$ cat src/rtl/loopctl_pkg.sv
package loopctl_pkg;
    typedef enum logic [1:0] {
        ST_IDLE = 2'd0,
        ST_FWD  = 2'd1,
        ST_LOOP = 2'd2
    } lc_state_e;
endpackage

$ cat src/rtl/lc_fsm.sv
module lc_fsm
    import loopctl_pkg::*;
(
    input  logic      clk,
    input  logic      rst_n,
    input  logic      buf_valid,
    input  logic      buf_last,
    input  logic      nbr_ready,
    input  logic      retry_loop,
    output logic      buf_take,
    output logic      send_fwd,
    output logic      send_loop,
    output logic      loop_act,
    output logic      occ_out,
    output lc_state_e state_o
);
    lc_state_e state_q, state_d;
    logic      sel_fwd, sel_loop;
    logic      occ_q;

    // state register
    always_ff @(posedge clk or negedge rst_n) begin
        if (!rst_n) begin
            state_q <= ST_IDLE;
            occ_q   <= 1'b0;
        end else begin
            state_q <= state_d;
            occ_q   <= loop_act;
        end
    end

    // next state and outputs
    always_comb begin
        state_d  = state_q;
        buf_take = 1'b0;
        sel_fwd  = 1'b0;
        sel_loop = 1'b0;
        unique case (state_q)
            ST_IDLE: begin
                if (buf_valid) begin
                    buf_take = 1'b1;
                    if (retry_loop || !nbr_ready) begin
                        sel_loop = 1'b1;                              // T_HEAD_LOOP / T_SINGLE
                        state_d  = buf_last ? ST_IDLE : ST_LOOP;
                    end else begin
                        sel_fwd  = 1'b1;                              // T_HEAD_FWD / T_SINGLE
                        state_d  = buf_last ? ST_IDLE : ST_FWD;
                    end
                end
            end
            ST_FWD: begin
                if (buf_valid && nbr_ready) begin
                    buf_take = 1'b1;
                    sel_fwd  = 1'b1;
                    if (buf_last) state_d = ST_IDLE;                  // T_FWD_DONE
                end
            end
            ST_LOOP: begin
                sel_loop = 1'b1;
                if (buf_valid) begin
                    buf_take = 1'b1;
                    if (buf_last) state_d = ST_IDLE;                  // T_LOOP_DONE
                end
            end
            default: state_d = ST_IDLE;
        endcase
        send_fwd  = buf_take && sel_fwd;
        send_loop = buf_take && sel_loop;
        loop_act  = (state_q == ST_LOOP) || send_loop;
    end

    assign occ_out = occ_q;
    assign state_o = state_q;

    AST_LOOP_HOLDS: assert property (@(posedge clk) disable iff (!rst_n)
        (state_q == ST_LOOP && !(buf_valid && buf_last)) |=> (state_q == ST_LOOP));
    AST_OCC_IN_LOOP: assert property (@(posedge clk) disable iff (!rst_n)
        (state_q == ST_LOOP) |=> occ_q);
    AST_FWD_HOLDS: assert property (@(posedge clk) disable iff (!rst_n)
        (state_q == ST_FWD && !(buf_take && buf_last)) |=> (state_q == ST_FWD));
endmodule

$ cat src/rtl/lc_egress.sv
module lc_egress #(
    parameter int FLIT_W = 16
) (
    input  logic              clk,
    input  logic              rst_n,
    input  logic              send_fwd,
    input  logic              send_loop,
    input  logic [FLIT_W-1:0] buf_flit,
    output logic              link_out_valid,
    output logic [FLIT_W-1:0] link_out_flit,
    output logic              loop_valid,
    output logic [FLIT_W-1:0] loop_flit
);
    always_ff @(posedge clk or negedge rst_n) begin
        if (!rst_n) begin
            link_out_valid <= 1'b0;
            loop_valid     <= 1'b0;
            link_out_flit  <= '0;
            loop_flit      <= '0;
        end else begin
            link_out_valid <= send_fwd;
            loop_valid     <= send_loop;
            if (send_fwd)  link_out_flit <= buf_flit;
            if (send_loop) loop_flit     <= buf_flit;
        end
    end

    AST_ONE_EGRESS: assert property (@(posedge clk) disable iff (!rst_n)
        $onehot0({link_out_valid, loop_valid}));
endmodule

$ cat src/rtl/lc_ingress.sv
module lc_ingress #(
    parameter int FLIT_W = 16
) (
    input  logic              clk,
    input  logic              rst_n,
    input  logic              block,
    input  logic              link_in_valid,
    input  logic [FLIT_W-1:0] link_in_flit,
    output logic              rx_valid,
    output logic [FLIT_W-1:0] rx_flit
);
    logic accept;
    assign accept = link_in_valid && !block;

    always_ff @(posedge clk or negedge rst_n) begin
        if (!rst_n) begin
            rx_valid <= 1'b0;
            rx_flit  <= '0;
        end else begin
            rx_valid <= accept;
            if (accept) rx_flit <= link_in_flit;
        end
    end
endmodule

$ cat src/rtl/loopback_port_ctrl.sv
module loopback_port_ctrl
    import loopctl_pkg::*;
#(
    parameter int FLIT_W = 16
) (
    input  logic              clk,
    input  logic              rst_n,
    input  logic              buf_valid,
    input  logic              buf_last,
    input  logic [FLIT_W-1:0] buf_flit,
    output logic              buf_take,
    input  logic              nbr_ready,
    input  logic              retry_loop,
    output logic              link_out_valid,
    output logic [FLIT_W-1:0] link_out_flit,
    output logic              loop_valid,
    output logic [FLIT_W-1:0] loop_flit,
    output logic              occ_out,
    input  logic              link_in_valid,
    input  logic [FLIT_W-1:0] link_in_flit,
    output logic              rx_valid,
    output logic [FLIT_W-1:0] rx_flit
);
    logic      send_fwd, send_loop, loop_act;
    lc_state_e state;

    lc_fsm u_fsm (
        .clk        (clk),
        .rst_n      (rst_n),
        .buf_valid  (buf_valid),
        .buf_last   (buf_last),
        .nbr_ready  (nbr_ready),
        .retry_loop (retry_loop),
        .buf_take   (buf_take),
        .send_fwd   (send_fwd),
        .send_loop  (send_loop),
        .loop_act   (loop_act),
        .occ_out    (occ_out),
        .state_o    (state)
    );

    lc_egress #(.FLIT_W(FLIT_W)) u_egress (
        .clk            (clk),
        .rst_n          (rst_n),
        .send_fwd       (send_fwd),
        .send_loop      (send_loop),
        .buf_flit       (buf_flit),
        .link_out_valid (link_out_valid),
        .link_out_flit  (link_out_flit),
        .loop_valid     (loop_valid),
        .loop_flit      (loop_flit)
    );

    lc_ingress #(.FLIT_W(FLIT_W)) u_ingress (
        .clk           (clk),
        .rst_n         (rst_n),
        .block         (loop_act),
        .link_in_valid (link_in_valid),
        .link_in_flit  (link_in_flit),
        .rx_valid      (rx_valid),
        .rx_flit       (rx_flit)
    );

    AST_FWD_NEEDS_READY: assert property (@(posedge clk) disable iff (!rst_n)
        link_out_valid |-> $past(nbr_ready));
    AST_RETRY_NO_LINK: assert property (@(posedge clk) disable iff (!rst_n)
        (state == ST_IDLE && buf_valid && retry_loop) |=> !link_out_valid);
    AST_LOOP_OCC: assert property (@(posedge clk) disable iff (!rst_n)
        loop_valid |-> occ_out);
    AST_RX_BLOCKED: assert property (@(posedge clk) disable iff (!rst_n)
        rx_valid |-> !occ_out);
endmodule

$ cat config.mk
export PLATFORM = sky130hd
export DESIGN_NAME = loopback_port_ctrl
export DESIGN_NICKNAME = d
export VERILOG_FILES = /design/src/rtl/loopctl_pkg.sv /design/src/rtl/lc_fsm.sv /design/src/rtl/lc_egress.sv /design/src/rtl/lc_ingress.sv /design/src/rtl/loopback_port_ctrl.sv
export SDC_FILE = /design/constraint.sdc
export NUM_CORES = 1
export LEC_CHECK = 0
export CORE_MARGIN = 3
export CORE_UTILIZATION = 38
export CTS_CLUSTER_DIAMETER = 50
export DETAILED_ROUTE_END_ITERATION = 10
export MAX_ROUTING_LAYER = met4
export PLACE_DENSITY = 0.75
export SYNTH_ARGS = -nofsm -noshare
export SYNTH_HDL_FRONTEND = slang
export SYNTH_SLANG_ARGS = --single-unit
$ cat constraint.sdc
create_clock -name clk -period 1.8 [get_ports clk]
set_clock_uncertainty 0.05 [all_clocks]
set_input_delay 0.18 -clock clk [delete_from_list [all_inputs] [get_ports clk]]
set_output_delay 0.18 -clock clk [all_outputs]
set_load 0.01 [all_outputs]
==> summary.md, run 1 <==
| Metric | Value |
|---|---|
| Final hold vios | 0 |
| Cell area after synthesis | 2190 um2 |
| Dpl hpwl | 3660 um |
| Status | complete, but fails checks |
| Setup repair bufs after CTS | 0 |
| Min-Delay Path Class | input port to asynchronous set/reset pin |
| TritonCTS clock tree | done |
| Routed wire per std cell | 15.3 um |
| Vias | 1503 |
| Synth top area cells | dfrtp_1, mux2_2, mux2_4 |
| Yosys top cell area share | 61.6% |
| GRT Total Usage | 15.3% |
| Setup ws final | -0.0117 ns |
| Clk sinks | 54 |
| Global route total overflow | 0 |
| Worst R2R Path Depth | 6 |
| Share of post-route cells with drive strength above 1 | 35.6% |
| CTS root buffer | clkbuf_8 |
| Core Util, Final | 63.6% |
| Seq cells post-synth | 54 |
| CTS clk-pin slew, worst paths | 0.09 ns |
| CP max FO | 10 |
| Starting DRT DRC Count | 49 |
| Largest net degree at the start of global routing | 25 |
| Most common library cells after synthesis | dfrtp_1, mux2_2, mux2_4 |
| Syn avg cell area | 16.0 um2 |
| CP startpoint kind | flop |
| Part of the Yosys area used for sequential elements | 61.6% |
| # fillers | 428 |
| RSZ-0062 raised after global routing | yes |
| Final Max Tran Viols | 0 |
| PortBufs | 91 |
| Synth unique cells | 26 |
| Leakage | 0.00150 uW |
| Die area | 6720 um2 |
| Antenna cells | 0 |
| Relative slew slack | 78.2% |
| DRT Pass-1 Iters | 4 |
| Max VDD drop | 0.699 mV |
| Cells after synthesis | 137 |
| Failing checks | negative setup slack |
| Area grow syn2layout | 60.4% |
| Num rows | 27 |
| FFs w/ async S/R, synth | 100% |
| EDFF count, synth | 0 |
| P per Cell Area | 1670 nW/um2 |
| Yosys top cell by area | dfrtp_1 |
| CP required | 1.94 ns |
| Drt drc | 0 |
| Post-Syn Nets | 180 |
| Antenna Violating Nets Remaining | 0 |
| Worst Setup End Kind | flop |
| Pwr Total | 5870 uW |
| Count leader, synth | dfrtp_1 |
| Multi-input gate area | 896 um2 |
| Die X | 82.0 um |
| Vias in the first global route | 1460 |
| Final net count | 289 |
| Layout Cells excl Fill | 319 |
| Fin crit share | 101% |
| RD Place Congestion | 0.775 |
| Fmax | 552 MHz |
| Initial antenna violation count | 0 |
| Worst Tran Pin Value | 0.326 ns |
| Longest Clk Path Bufs | 2 |
| Worst-skew pair later-pin latency | 0.29 ns |
| Final worst path period need | 1.81 ns |
| IO Pins | 92 |
| Final setup fails | 10 |
| Die Y-Extent | 82.0 um |
| Max Cap Viol | 0 |
| CTS Buf Count | 5 |
| Placed cell count | 309 |
| WS Path Type | flop to flop |
| Final WL | 4900 um |
| Ys Warns | 0 |
| Core area | 5540 um2 |
| Htree depth | 2 |
| Sequential cell area | 1350 um2 |
| WP data arrival | 1.95 ns |
| Via density | 4.71 |
| Initial Util | 39.6% |
| Global-route wire length before repair | 7490 um |
| Ys flop type | dfrtp_1 |
cell usage in the layout (no fill, tap or decap), types with 2 or more instances in the layout:
cell and n:
dfrtp_2 2, clkbuf_8 6, buf_4 8, a21oi_1 2
clkdlybuf4s50_1 89, buf_12 2, a21oi_4 2, inv_1 3
nand2_1 4, nand2b_4 2, buf_6 2, mux2_2 32
ha_4 3, mux2_4 16, dfrtp_1 52
per-stage QoR:
| step | cell area (um2) | worst slack [ns] | hold WS (ns) | setup TNS, ns |
|---|---|---|---|---|
| 2_1_floorplan | 2220 | -0.214 | -0.166 | -4.21 |
| 3_3_place_gp | 3290 | -0.0793 | 0.0476 | -2.05 |
| 3_5_place_dp | 3290 | -0.117 | 0.0469 | -3.32 |
| 4_1_cts | 3450 | -0.0186 | 0.243 | -0.204 |
| 5_1_grt | 3520 | -0.0907 | 0.283 | -1.77 |
| 6_report | 3520 | -0.0117 | 0.244 | -0.0667 |
cell families (layout without fill, tap and decap cells):
kind of cell	after synthesis	count (layout)	synth area share, %
and+or+nand+nor	12	12	3.54
DFF	54	54	61.6
muxes	48	48	26.2
buffers and inverters	8	118	2.34
AOI/OAI and AO/OA	11	11	4.11
adders and majority gates	4	4	2.28
power breakdown:
| group | switching, uW | internal [uW] |
|---|---|---|
| clock network | 376 | 310 |
| registers | 330 | 1810 |
| logic | 1070 | 1970 |
| total | 1780 | 4090 |
sequential cells by signal, indices dropped and copies added, names as in the netlist:
register                 cells
u_fsm.occ_out                1
u_ingress.rx_valid           1
u_ingress.rx_flit           16
u_egress.loop_valid          1
u_egress.loop_flit          16
u_egress.link_out_valid      1
u_fsm.state_o                2
u_egress.link_out_flit      16
repair_timing:
action	in CTS	in global routing
endpoints found under the hold margin	14	0
endpoints found under the setup margin	49	49
pin swaps	0	2
resized for setup	18	9
cloned	0	1
hold buffers	1	0
worst max-delay path, stage by stage (launching register included):
cell	delay, ns
dfrtp_2	0.47
ha_4	0.18
nand2b_4	0.14
a21oi_4	0.11
nor3b_4	0.24
buf_6	0.21
mux2_4	0.31
path summary, 6_finish.rpt:
check / start / slack [ns] / to
max: u_fsm.state_o[0]$_DFFE_PN0P_ / -0.01 / u_egress.link_out_flit[10]$_DFFE_PN0P_
min: rst_n / 0.24 / u_ingress.rx_valid$_DFF_PN0_
max reg2reg: u_fsm.state_o[0]$_DFFE_PN0P_ / -0.01 / u_egress.link_out_flit[10]$_DFFE_PN0P_
min reg2reg: u_egress.loop_flit[10]$_DFFE_PN0P_ / 0.46 / u_egress.loop_flit[10]$_DFFE_PN0P_
max in group asynchronous: rst_n / 0.81 / u_fsm.state_o[0]$_DFFE_PN0P_
min in group clk: link_in_flit[9] / 0.43 / u_ingress.rx_flit[9]$_DFFE_PN0P_
layer usage:
layer | global-route usage [%] | part of all wire, % | vias to the layer above
met5 | - | 0 | -
met4 | 4.15 | 0.78 | 0
met3 | 3.51 | 6.0 | 6
met2 | 23.7 | 47 | 53
met1 | 20.4 | 46 | 749
li1 | - | - | 695
layout make-up:
| cell class | count | share of cell area (%) |
|---|---|---|
| tap | 72 | 2.56 |
| timing repair buffer | 105 | 30.2 |
| clock buffer | 6 | 2.35 |
| multi-input combinational | 75 | 25.4 |
| inverter | 5 | 0.604 |
| sequential | 54 | 38.5 |
| clock inverter | 2 | 0.355 |
(Power assumes the default switching activity.)
==> run 2: changes to the inputs <==
--- a/config.mk
+++ b/config.mk
@@ -5,12 +5,15 @@
 export SDC_FILE = /design/constraint.sdc
 export NUM_CORES = 1
 export LEC_CHECK = 0
+export ABC_CLOCK_PERIOD_IN_PS = 1800
+export CORE_ASPECT_RATIO = 2
 export CORE_MARGIN = 3
 export CORE_UTILIZATION = 38
 export CTS_CLUSTER_DIAMETER = 50
 export DETAILED_ROUTE_END_ITERATION = 10
 export MAX_ROUTING_LAYER = met4
 export PLACE_DENSITY = 0.75
+export REMOVE_ABC_BUFFERS = 1
 export SYNTH_ARGS = -nofsm -noshare
 export SYNTH_HDL_FRONTEND = slang
 export SYNTH_SLANG_ARGS = --single-unit
==> run 2 against run 1 <==
  * The run still ends with negative setup slack left
  * Via count rose by 0.13%
  * Sequential share of layout area grew 0.50 points
  * Combinational power fell by 3%
  * Critical path type unchanged
  * Largest power group unchanged
==> summary.md, run 2 (synthesis results as in run 1) <==
| Metric | Value |
|---|---|
| Met3 Wirelength | 329 um |
| Worst Setup End Kind | flop |
| Longest Clk Path Bufs | 2 |
| WP data arrival | 1.99 ns |
| CP required | 1.95 ns |
| Commonest non-fill, non-tap cell in the layout | clkdlybuf4s50_1 |
| Clk sinks | 54 |
| Initial antenna violation count | 0 |
| Core Util, Final | 63.0% |
| Final worst path period need | 1.83 ns |
| Routed wire per std cell | 16.5 um |
| CP max FO | 9 |
| Final hold vios | 0 |
| Status | complete, but fails checks |
| Failing checks | negative setup slack |
| Max VDD drop | 1.15 mV |
| Most frequent cells in the layout | clkdlybuf4s50_1, dfrtp_1, mux2_2 |
| RD Place Congestion | 0.729 |
| Final WL | 5070 um |
| Fin crit share | 102% |
| Die X | 59.7 um |
| DRT met1 WL | 1770 um |
| Global-route wire length before repair | 8560 um |
| Leakage | 0.00149 uW |
| CTS clk-pin slew, worst paths | 0.09 ns |
| GRT Total Usage | 17.5% |
| Max layer used | met4 |
| Min-Delay Path Class | input port to asynchronous set/reset pin |
| Bufs and invs on worst path | 2 |
| Final Max Tran Viols | 0 |
| CTS Buf Count | 5 |
| Dpl hpwl | 3670 um |
| Area grow syn2layout | 58.4% |
| WS Path Type | flop to flop |
| Initial Util | 39.8% |
| Vias | 1505 |
| Met2 WL post-DR | 2840 um |
| TritonCTS clock tree | done |
| CTS root buffer | clkbuf_8 |
| Htree depth | 2 |
| Fmax | 546 MHz |
| Die Y-Extent | 113 um |
| Max Cap Viol | 0 |
| Worst-path cell chain | inv_1 > ha_2 > a21oi_2 > nor3b_4 > buf_6 > mux2_2 |
| Setup ws final | -0.0326 ns |
| IO Pins | 92 |
| CP startpoint kind | flop |
| Antenna cells | 0 |
| Worst-skew pair later-pin latency | 0.31 ns |
| Final net count | 289 |
| Starting DRT DRC Count | 20 |
| Slowest-stage cell, CP | dfrtp_2 |
| Largest net degree at the start of global routing | 48 |
| DRT Pass-1 Iters | 3 |
| Final setup fails | 10 |
| PortBufs | 91 |
| Die area | 6780 um2 |
| P per Cell Area | 1700 nW/um2 |
| Share of post-route cells with drive strength above 1 | 35.2% |
| CP top delay family | flip-flops |
| Core area | 5520 um2 |
| Num rows | 38 |
| Drt drc | 0 |
| Worst Tran Pin Value | 0.253 ns |
| Global route total overflow | 0 |
| Vias in the first global route | 1788 |
| # fillers | 435 |
| Regs by FF count | u_egress.link_out_flit x16, u_egress.loop_flit x16, u_ingress.rx_flit x16 |
| Antenna Violating Nets Remaining | 0 |
| CP peak stage delay | 0.46 ns |
| Via density | 4.90 |
| Relative slew slack | 82.9% |
| Final TNS setup | -0.116 ns |
| RSZ-0062 raised after global routing | yes |
-- run 2: repair_timing --
item,in CTS,in global routing
endpoints found under the hold margin,54,0
hold buffers,1,0
gates cloned,1,0
setup endpoints to repair,34,50
setup buffers,3,0
resized for setup,19,4
pin swaps,0,1
-- run 2: cell type report --
cell class	count	area, um2	share of cell area [%]
Inverter	5	18.8	0.540
Sequential cell	54	1350	38.9
Timing Repair Buffer	105	1060	30.5
Multi-Input combinational cell	75	856	24.6
Clock buffer	5	68.8	1.98
Clock inverter	3	43.8	1.26
Tap cell	60	75.1	2.16
-- run 2: worst paths after layout --
check / from / end / slack, ns / cells past startpoint
max reg2reg: u_fsm.state_o[0]$_DFFE_PN0P_ / u_egress.link_out_flit[0]$_DFFE_PN0P_ / -0.03 / 6
min reg2reg: u_ingress.rx_flit[0]$_DFFE_PN0P_ / u_ingress.rx_flit[0]$_DFFE_PN0P_ / 0.46 / 1
max in group asynchronous: rst_n / u_fsm.state_o[0]$_DFFE_PN0P_ / 0.96 / 3
min in group clk: link_in_flit[3] / u_ingress.rx_flit[3]$_DFFE_PN0P_ / 0.42 / 2
max: u_fsm.state_o[0]$_DFFE_PN0P_ / u_egress.link_out_flit[0]$_DFFE_PN0P_ / -0.03 / 6
min: rst_n / u_egress.loop_flit[4]$_DFFE_PN0P_ / 0.21 / 2
-- run 2: routing by layer --
| layer | global-route usage, % | vias up |
|---|---|---|
| met4 | 7.69 | 0 |
| met1 | 17.6 | 738 |
| met2 | 30.4 | 64 |
| met5 | - | - |
| met3 | 4.53 | 8 |
| li1 | - | 695 |
-- run 2: power by group --
group          leakage, uW  switching [uW]  total (uW)  internal (uW)
combinational     0.000792            1060        2970           1900
sequential        0.000644             314        2120           1810
clock            0.0000585             394         811            417
-- run 2: per-stage QoR --
stage | cells | setup WS [ns] | power [uW] | area [um2] | hold slack [ns]
3_3_place_gp | 296 | -0.0765 | 4970 | 3280 | -0.0122
5_1_grt | 307 | -0.121 | 6280 | 3480 | 0.205
3_5_place_dp | 296 | -0.130 | 5030 | 3280 | -0.0105
2_1_floorplan | 134 | -0.472 | 3360 | 2160 | -0.166
6_report | 307 | -0.0326 | 5900 | 3480 | 0.214
4_1_cts | 309 | -0.0889 | 6000 | 3510 | 0.175
